<file path="config.mk">
export PLATFORM = sky130hd
export DESIGN_NAME = ser_word_serializer
export DESIGN_NICKNAME = d
export VERILOG_FILES = /design/src/rtl/ser_pkg.sv /design/src/rtl/ser_slot_timer.sv /design/src/rtl/ser_bit_picker.sv /design/src/rtl/ser_clock_gen.sv /design/src/rtl/ser_word_serializer.sv
export SDC_FILE = /design/constraint.sdc
export NUM_CORES = 1
export LEC_CHECK = 0
export BUFFER_PORTS_ARGS = -buffer_cell sky130_fd_sc_hd__buf_2
export CORE_MARGIN = 8
export CORE_UTILIZATION = 48
export CTS_BUF_LIST = sky130_fd_sc_hd__clkbuf_4
export CTS_CLUSTER_SIZE = 28
export DETAILED_ROUTE_END_ITERATION = 8
export PLACE_DENSITY_LB_ADDON = 0.3
export SYNTH_ARGS = -nofsm -noshare
export SYNTH_HDL_FRONTEND = slang
export SYNTH_HIERARCHICAL = 1
export SYNTH_SLANG_ARGS = --single-unit
</file>
<file path="constraint.sdc">
create_clock -name clk -period 2.1 [get_ports clk]
set_input_delay 0.315 -clock clk [delete_from_list [all_inputs] [get_ports clk]]
set_output_delay 0.315 -clock clk [all_outputs]
set_load 0.01 [all_outputs]
</file>
<file path="src/rtl/ser_pkg.sv">
package ser_pkg;

    // Default word widths and slot geometry.
    localparam int FULL_BITS  = 12;
    localparam int SHORT_BITS = 10;
    localparam int SLOTS      = 3;   // fast cycles per serial bit
    localparam int PH_STEPS   = 6;   // fast cycles per data-clock period
    localparam logic [2:0] DEF_PHASE = 3'd3;  // 180 degrees

    typedef enum logic {
        LEN_FULL  = 1'b0,
        LEN_SHORT = 1'b1
    } len_e;

    typedef struct packed {
        len_e       len;
        logic       lsb_first;
        logic [2:0] phase;
    } ser_cfg_t;

    // Fold codes 6 and 7 onto 0 and 1.
    function automatic logic [2:0] phase_fold(input logic [2:0] code);
        return (code >= 3'(PH_STEPS)) ? code - 3'(PH_STEPS) : code;
    endfunction

endpackage

</file>
<file path="src/rtl/ser_slot_timer.sv">
module ser_slot_timer
    import ser_pkg::*;
#(
    parameter int FULL_W  = FULL_BITS,
    parameter int SHORT_W = SHORT_BITS,
    localparam int BW     = $clog2(FULL_W)
) (
    input  logic          clk,
    input  logic          rst,
    input  ser_cfg_t      cfg_in,
    output logic          live,
    output logic          wrap,
    output logic [BW-1:0] bidx,
    output logic [1:0]    sub,
    output logic [2:0]    ph6,
    output ser_cfg_t      cfg_q
);

    localparam logic [BW-1:0] LAST_FULL  = BW'(FULL_W - 1);
    localparam logic [BW-1:0] LAST_SHORT = BW'(SHORT_W - 1);
    localparam logic [1:0]    SUB_LAST   = 2'(SLOTS - 1);
    localparam logic [2:0]    PH_LAST    = 3'(PH_STEPS - 1);

    logic [BW-1:0] last_bit;

    always_comb begin
        last_bit = (cfg_q.len == LEN_SHORT) ? LAST_SHORT : LAST_FULL;
        wrap     = !live || (bidx == last_bit && sub == SUB_LAST);
    end

    always_ff @(posedge clk) begin
        if (rst) begin
            live  <= 1'b0;
            bidx  <= '0;
            sub   <= '0;
            ph6   <= '0;
            cfg_q <= '{len: LEN_FULL, lsb_first: 1'b0, phase: DEF_PHASE};
        end else begin
            live <= 1'b1;
            if (wrap) begin
                bidx  <= '0;
                sub   <= '0;
                ph6   <= '0;
                cfg_q <= '{len: cfg_in.len, lsb_first: cfg_in.lsb_first,
                           phase: phase_fold(cfg_in.phase)};
            end else begin
                ph6 <= (ph6 == PH_LAST) ? 3'd0 : ph6 + 3'd1;
                if (sub == SUB_LAST) begin
                    sub  <= '0;
                    bidx <= bidx + 1'b1;
                end else begin
                    sub <= sub + 2'd1;
                end
            end
        end
    end

    // configuration frozen between word boundaries
    a_r9_cfg_frozen: assert property (@(posedge clk) disable iff (rst)
        !wrap |=> $stable(cfg_q));

    // bit counter never leaves the active word length
    a_r5_bit_in_word: assert property (@(posedge clk) disable iff (rst)
        live |-> (bidx <= last_bit && sub <= SUB_LAST));

endmodule

</file>
<file path="src/rtl/ser_bit_picker.sv">
module ser_bit_picker
    import ser_pkg::*;
#(
    parameter int FULL_W  = FULL_BITS,
    parameter int SHORT_W = SHORT_BITS,
    localparam int BW     = $clog2(FULL_W)
) (
    input  logic              clk,
    input  logic              rst,
    input  logic              live,
    input  logic              wrap,
    input  logic [FULL_W-1:0] sample_in,
    input  ser_cfg_t          cfg_q,
    input  logic [BW-1:0]     bidx,
    output logic              sdata_o
);

    localparam logic [BW-1:0] SHORT_OFS = BW'(FULL_W - SHORT_W);
    localparam logic [BW-1:0] TOP_IDX   = BW'(FULL_W - 1);

    logic [FULL_W-1:0] word_q;
    logic [BW-1:0]     idx;
    logic [BW-1:0]     lsb_base;

    always_comb begin
        lsb_base = (cfg_q.len == LEN_SHORT) ? SHORT_OFS : '0;
        idx      = cfg_q.lsb_first ? (lsb_base + bidx) : (TOP_IDX - bidx);
    end

    always_ff @(posedge clk) begin
        if (rst) begin
            word_q <= '0;
        end else if (wrap) begin
            word_q <= sample_in;
        end
    end

    always_ff @(posedge clk) begin
        if (rst || !live) begin
            sdata_o <= 1'b0;
        end else begin
            sdata_o <= word_q[idx];
        end
    end

    // captured word held for the whole frame
    a_r10_word_held: assert property (@(posedge clk) disable iff (rst)
        (live && !wrap) |=> $stable(word_q));

endmodule

</file>
<file path="src/rtl/ser_clock_gen.sv">
module ser_clock_gen
    import ser_pkg::*;
#(
    parameter int FULL_W  = FULL_BITS,
    parameter int SHORT_W = SHORT_BITS,
    localparam int BW     = $clog2(FULL_W)
) (
    input  logic          clk,
    input  logic          rst,
    input  logic          live,
    input  ser_cfg_t      cfg_q,
    input  logic [BW-1:0] bidx,
    input  logic [1:0]    sub,
    input  logic [2:0]    ph6,
    output logic          dclk_o,
    output logic          fclk_o
);

    localparam logic [BW-1:0] HALF_FULL  = BW'(FULL_W / 2);
    localparam logic [BW-1:0] HALF_SHORT = BW'(SHORT_W / 2);
    localparam logic [2:0]    HALF_PER   = 3'(PH_STEPS / 2);

    logic [2:0]    lag;
    logic [BW-1:0] half_bits;
    logic          dclk_n;
    logic          fclk_n;

    always_comb begin
        lag       = (ph6 >= cfg_q.phase) ? (ph6 - cfg_q.phase)
                                         : (ph6 + 3'(PH_STEPS) - cfg_q.phase);
        dclk_n    = (lag < HALF_PER);
        half_bits = (cfg_q.len == LEN_SHORT) ? HALF_SHORT : HALF_FULL;
        fclk_n    = (bidx < half_bits);
    end

    always_ff @(posedge clk) begin
        if (rst || !live) begin
            dclk_o <= 1'b0;
            fclk_o <= 1'b0;
        end else begin
            dclk_o <= dclk_n;
            fclk_o <= fclk_n;
        end
    end

    // frame clock rises only on the first slot of a word
    a_r6_fclk_on_first: assert property (@(posedge clk) disable iff (rst)
        $rose(fclk_o) |-> ($past(bidx) == '0 && $past(sub) == 2'd0));

endmodule

</file>
<file path="src/rtl/ser_word_serializer.sv">
module ser_word_serializer
    import ser_pkg::*;
#(
    parameter int FULL_W  = FULL_BITS,
    parameter int SHORT_W = SHORT_BITS,
    localparam int BW     = $clog2(FULL_W)
) (
    input  logic              clk,
    input  logic              rst,
    input  logic [FULL_W-1:0] sample_in,
    input  logic              cfg_short,
    input  logic              cfg_lsb_first,
    input  logic [2:0]        cfg_phase,
    output logic              ser_data,
    output logic              ser_dclk,
    output logic              ser_fclk
);

    ser_cfg_t      cfg_in;
    ser_cfg_t      cfg_q;
    logic          live;
    logic          wrap;
    logic [BW-1:0] bidx;
    logic [1:0]    sub;
    logic [2:0]    ph6;

    always_comb begin
        cfg_in.len       = cfg_short ? LEN_SHORT : LEN_FULL;
        cfg_in.lsb_first = cfg_lsb_first;
        cfg_in.phase     = cfg_phase;
    end

    ser_slot_timer #(.FULL_W(FULL_W), .SHORT_W(SHORT_W)) u_timer (
        .clk    (clk),
        .rst    (rst),
        .cfg_in (cfg_in),
        .live   (live),
        .wrap   (wrap),
        .bidx   (bidx),
        .sub    (sub),
        .ph6    (ph6),
        .cfg_q  (cfg_q)
    );

    ser_bit_picker #(.FULL_W(FULL_W), .SHORT_W(SHORT_W)) u_picker (
        .clk       (clk),
        .rst       (rst),
        .live      (live),
        .wrap      (wrap),
        .sample_in (sample_in),
        .cfg_q     (cfg_q),
        .bidx      (bidx),
        .sdata_o   (ser_data)
    );

    ser_clock_gen #(.FULL_W(FULL_W), .SHORT_W(SHORT_W)) u_clkgen (
        .clk    (clk),
        .rst    (rst),
        .live   (live),
        .cfg_q  (cfg_q),
        .bidx   (bidx),
        .sub    (sub),
        .ph6    (ph6),
        .dclk_o (ser_dclk),
        .fclk_o (ser_fclk)
    );

    // reset silences every output on the next cycle
    a_r1_quiet_after_reset: assert property (@(posedge clk)
        rst |=> (!ser_data && !ser_dclk && !ser_fclk));

    // MSB-first frame opens with the top bit of the captured sample
    a_r3_msb_lead: assert property (@(posedge clk) disable iff (rst)
        (wrap && !cfg_lsb_first) |=> ##1 (ser_data == $past(sample_in[FULL_W-1], 2)));

endmodule

</file>
==> impl_results.md, run 1 <==
* Final Hold Fails at 0
* Syn avg cell area at 9.50 um2
* CP required at around 2400 ps
* Met3 Use GR at 4.26%
* GR met2 Demand/Resource at 21.6%
* # rows at 21
* Synthesized instance count at 175
* Cts repair resizes at 0
* Detailed Route WL at 3250 um
* Htree depth at 2
* Leakage power at 0.880 nW
* First-pass GRT wire length at 5540 um
* Fmax at 485 MHz
* Period minus WS final at 2060 ps
* Layout cells sized above 1 at 20.1%
* Post-synth EDFFs at 0
* Slew Viols, Final at 0
* Post-synthesis net count at 207
* Most frequent cells in the layout: dfxtp_1 (30), nor2_1 (22), buf_2 (21)
* Overflow after GRT at 0
* Post-Route Utilization at a little under three fifths
* Critical-path cell list: inv_1, ha_1, inv_1, ha_1, xnor2_1, or2b_1, a221oi_2, o21a_1
* Die Area at roughly 5600 um2
* Tot Pwr at 1.13 mW
* CTS tree: yes
* Largest net degree at the start of global routing at 22
* Total track usage at between 10% and 20%
* DP HPWL at 2410 um
* Initial DRC Count at 68
* Longest Clk Path Bufs at 2
* DR WL/cell at 13.0 um
* Root buffer cell: clkbuf_4
* DRC viols at 0
* Vias in the first global route at 1329
* DR pass1 iterations at 4
* #FFs+latches synth at 30
* FILL cells at roughly 330
* Hold_buf cts at 0
* Io pins at 22
* Nets at 235
* Most common cell after layout, fill and taps aside: dfxtp_1
* Reg clk slew, reported paths at 90 ps
* Seq/Total Area, Yosys at 36.1%
* GR Util met1 at a little over an eighth
* Setup Fix Bufs, Post-CTS at 0
* Slew HR at 64.8%
* Initial core utilization at 49.8%
* Ant. Diodes at 0
* Cell variety after synth at between 40 and 50
* GPL Wtd Cong at approximately 0.84
* Die W at 74.9 um
* Final setup viols at 0
* Critical setup path kind: flip-flop to flip-flop
* Clk Latency, worst-skew pair at around 320 ps
* Tcrit/Tclk final at 98.3%
* TritonCTS Sinks at 30
* Cell area power density at 601 nW/um2
* Max incr delay on CP at 420 ps
* HP Class: primary input to flip-flop
* Vias at 1282
* Initial antenna violation count at 0
* Worst setup SP type: flip-flop
* Layout Skew at between 9 and 10 ps
* WP data arrival at 2340 ps
* Routed Antenna Nets at 0
* Most used routing layer: met2
* RSZ-0062 raised after global routing: false
* Synth-to-Final Area Change at 12.7%
* Die Y at 74.9 um
* Slew at the pin closest to its max-slew limit at roughly 530 ps
* DR vias/cell at 5.13
* Total clock buffers created by CTS at 5
* Post-Route Setup TNS at 0 ps
* CP max stage cell: dfxtp_1
* Max Cap Viol at 0
* Crit. End Element: flip-flop
* Port Buffer Count at 21
* IR drop worst, VDD at around 0.45 mV
* Core ar. at 3340 um2
* Synthesized cell area at 1660 um2
* Fraction of registers with async set/reset at 0%
* Status: complete, no violations
* Critical Path Fanout Max at 4
* YS warnings at 6
* Top FF cell, synth: dfxtp_1
==> layer usage <==
metal	wire [um]	part of all wire [%]
met2	1530	47
met3	142	4.4
met1	1480	46
met4	97	3.0
met5	0	0
==> Yosys cell counts (2+ instances only) <==
cell	instances	share of area, %
nor2_1	22	5.0
dfxtp_1	30	36
xor2_1	3	1.6
xnor2_1	2	1.1
nand2b_1	5	1.9
a211oi_1	3	1.4
o2bb2ai_1	2	1.1
o21ai_0	4	1.2
a21o_1	3	1.4
nor2b_1	3	1.1
ha_1	12	9.0
a31oi_1	2	0.75
nand2_1	8	1.8
nor3_1	2	0.60
inv_1	17	3.8
nand3_1	2	0.60
o31ai_1	2	0.90
a21oi_1	5	1.5
buf_6	3	2.0
mux2i_1	19	11
o211ai_1	2	0.90
==> where the power goes <==
part	total (mW)	internal (mW)	switching [mW]
logic	0.182	0.0905	0.0914
registers	0.618	0.597	0.0209
clock network	0.327	0.138	0.189
total	1.13	0.826	0.301
==> area by class of cell <==
class,count,area (um2),share of cell area [%]
clock buffer,6,45.0,2.40
multi-input combinational,123,956,51.0
inverter,17,63.8,3.40
clock inverter,2,8.76,0.467
timing repair buffer,26,143,7.61
sequential,30,601,32.0
tap,46,57.6,3.07
==> worst max-delay path: cells and delay by family (launching register included) <==
kind / cells / cell delay [ps]
buf+inv: 2 / 130
xor+xnor: 1 / 230
flops: 1 / 420
fa+ha+maj: 2 / 550
compound gates: 2 / 410
simple gates: 1 / 280
==> state kept, by name, indices dropped and copies added, names as in the netlist <==
register,cells
u_picker/sdata_o,1
u_timer/cfg_q,5
u_timer/bidx,4
u_timer/sub,2
u_picker/word_q,12
u_timer/ph6,3
u_clkgen/fclk_o,1
u_timer/live,1
u_clkgen/dclk_o,1
==> path summary, 6_finish.rpt <==
path	startpoint	endpoint	slack [ps]	cells past startpoint
min	sample_in[2]	u_picker/word_q[2]	230	3
min reg2reg	u_timer/sub[0]	u_timer/sub[0]	430	1
max	u_timer/cfg_q[1]	u_clkgen/dclk_o	40	8
max reg2reg	u_timer/cfg_q[1]	u_clkgen/dclk_o	40	8
==> per-stage QoR <==
| step | setup WS [ps] | hold WS, ps | cells | area [um2] |
|---|---|---|---|---|
| 2_1_floorplan | 300 | 387 | 175 | 1660 |
| 3_3_place_gp | 263 | 409 | 242 | 1820 |
| 3_5_place_dp | 133 | 421 | 242 | 1820 |
| 4_1_cts | 73.0 | 211 | 250 | 1870 |
| 5_1_grt | 3.96 | 225 | 250 | 1870 |
| 6_report | 36.6 | 225 | 250 | 1870 |
==> cell families (layout without fill, tap and decap cells) <==
logic type,count (synthesis),in the layout,share of synthesized area (%)
multiplexers,20,20,12.3
adder cells (fa/ha/maj),13,13,10.2
flip-flops,30,30,36.1
XOR/XNOR,6,6,3.61
buffers and inverters,22,51,6.40
AND/OR/NAND/NOR,53,53,16.8
AO/OA/AOI/OAI,31,31,14.5
Power figures use the tool's default switching activity.
==> inputs of run 2 (changes only) <==
==> constraint.sdc (replaced) <==
create_clock -name clk -period 1.8 [get_ports clk]
set_input_delay 0.27 -clock clk [delete_from_list [all_inputs] [get_ports clk]]
set_output_delay 0.27 -clock clk [all_outputs]
set_load 0.01 [all_outputs]
==> impl_results.md, run 2 (synthesis gave the netlist of run 1 again) <==
* IR drop worst, VDD at ~0.54 mV
* Most common cell after layout, fill and taps aside: dfxtp_1
* TritonCTS Sinks at 30
* Layout Skew at 15.9 ps
* WP data arrival at 2080 ps
* Nets at 244
* CP top delay family: compound AO/OA/AOI/OAI gates
* CTS tree: yes
* DR WL/cell at 13.6 um
* R2r worst-path depth at 6
* Top flop regs: u_picker/word_q (12), u_timer/cfg_q (5), u_timer/bidx (4)
* Hold_buf cts at 0
* Total clock buffers created by CTS at 5
* Worst R2R Setup Slack at 7 ps
* Core ar. at 3340 um2
* Cell area power density at 665 nW/um2
* GR Util met1 at a little over an eighth
* GR met2 Demand/Resource at 22.6%
* Crit. End Element: flip-flop
* Most frequent cells in the layout: dfxtp_1 (25), nor2_1 (22), buf_2 (21)
* Critical path depth in cells at 6
* Biggest register: u_picker/word_q
* Final setup margin at 7.23 ps
* Overflow after GRT at 0
* GPL Wtd Cong at 0.894
* Critical-path cell list: ha_4, buf_6, a211oi_2, mux2_4, a221oi_2, o21a_1
* Leakage power at between 0.9 and 1 nW
* Initial antenna violation count at 0
* Synth-to-Final Area Change at 21.8%
* Port Buffer Count at 21
* CP Launch Point: u_timer/ph6[1]
* CP endpoint: u_clkgen/dclk_o
* Most used routing layer: met2
* Final setup viols at 0
* Die W at 74.9 um
* Die Y at 74.9 um
* Die Area at 5600 um2
* Ant. Diodes at 0
* Start point of the worst min-delay path: sample_in[2]
* Vias at 1363
* Worst setup SP type: flip-flop
* # rows at 21
* Root buffer cell: clkbuf_4
* Fmax at 558 MHz
* Max Cap Viol at 0
* Final Hold Fails at 0
* Footprint of the multi-input gates at 1020 um2
* Initial DRC Count at 42
* Hold slack at 181 ps
* Bufs and invs on worst path at 1
* Largest net degree at the start of global routing at 21
* Io pins at 22
* FILL cells at 276
* Met3 Use GR at 3.73%
* CP max stage cell: dfxtp_4
* R2r endpoint: u_clkgen/dclk_o
* RSZ-0062 raised after global routing: true
* Slew HR at 71.6%
* First-pass GRT wire length at around 5700 um
* Layout cells sized above 1 at 29.6%
* Critical Path Fanout Max at 3
* DR pass1 iterations at 4
* Routed Antenna Nets at 0
* DR vias/cell at 5.26
* Sequential cell area at 609 um2
* Post-Route Utilization at approximately three fifths
* Total track usage at 13.1%
* Largest register FFs at 12
* Slew Viols, Final at 0
* CP required at 2080 ps
* Longest Clk Path Bufs at 2
* DP HPWL at 2570 um
* Htree depth at 2
* HP Class: primary input to flip-flop
* Clk Latency, worst-skew pair at 330 ps
* Initial core utilization at 49.8%
* Vias in the first global route at about 1300
* Post-Route Setup TNS at 0 ps
* Slew at the pin closest to its max-slew limit at 422 ps
* RR Startpoint: u_timer/ph6[1]
* Dpl ws at -52.5 ps
* Detailed Route WL at roughly 3500 um
* Reg clk slew, reported paths at 100 ps
* Tcrit/Tclk final at between 90% and 100%
* DRC viols at 0
* Status: complete, no violations
* Max incr delay on CP at between 300 and 400 ps
* Period minus WS final at 1790 ps
* Critical setup path kind: flip-flop to flip-flop
run 2: through the flow:
| step | instance area [um2] | cells | power (mW) |
|---|---|---|---|
| global placement | 1860 | 245 | 0.942 |
| global route | 2030 | 259 | 1.42 |
| floorplan | 1660 | 175 | 0.885 |
| finish | 2030 | 259 | 1.35 |
| CTS | 1940 | 253 | 1.33 |
| detailed placement | 1860 | 245 | 0.955 |
run 2: worst register-to-register path: stages (launching register included):
cell	delay [ps]
dfxtp_4	380
ha_4	240
buf_6	110
a211oi_2	230
mux2_4	330
a221oi_2	280
o21a_1	170
run 2: repair_timing:
action	CTS	global route
resized for setup	4	15
setup buffers	0	6
pin swaps	3	7
gates cloned	0	0
endpoints found under the setup margin	1	7
run 2: final cells by class:
class | count | share of cell area, %
clock buffer | 5 | 1.85
tap | 46 | 2.84
multi-input combinational | 123 | 50.3
timing repair buffer | 35 | 11.2
clock inverter | 3 | 0.556
inverter | 17 | 3.15
sequential | 30 | 30.1
run 2: worst min path at each step:
stage / end / cells past startpoint / slack (ps)
2_1_floorplan: u_picker/word_q[11] / 1 / 340
3_3_place_gp: u_timer/sub[0] / 1 / 410
3_5_place_dp: u_timer/sub[0] / 1 / 430
4_1_cts: u_picker/word_q[4] / 3 / 170
5_1_grt: u_picker/word_q[4] / 3 / 160
6_report: u_picker/word_q[2] / 3 / 180
run 2: metal layers:
metal	part of all wire, %	vias up	wire length (um)
li1	-	683	-
met1	42	641	1470
met4	3.1	0	111
met3	3.7	13	130
met5	0	-	0
met2	52	26	1820
run 2: power breakdown:
group	switching (mW)	total [mW]	internal, mW	leakage [nW]
combinational	0.122	0.263	0.141	0.662
sequential	0.0232	0.720	0.697	0.248
clock	0.225	0.364	0.139	0.0277
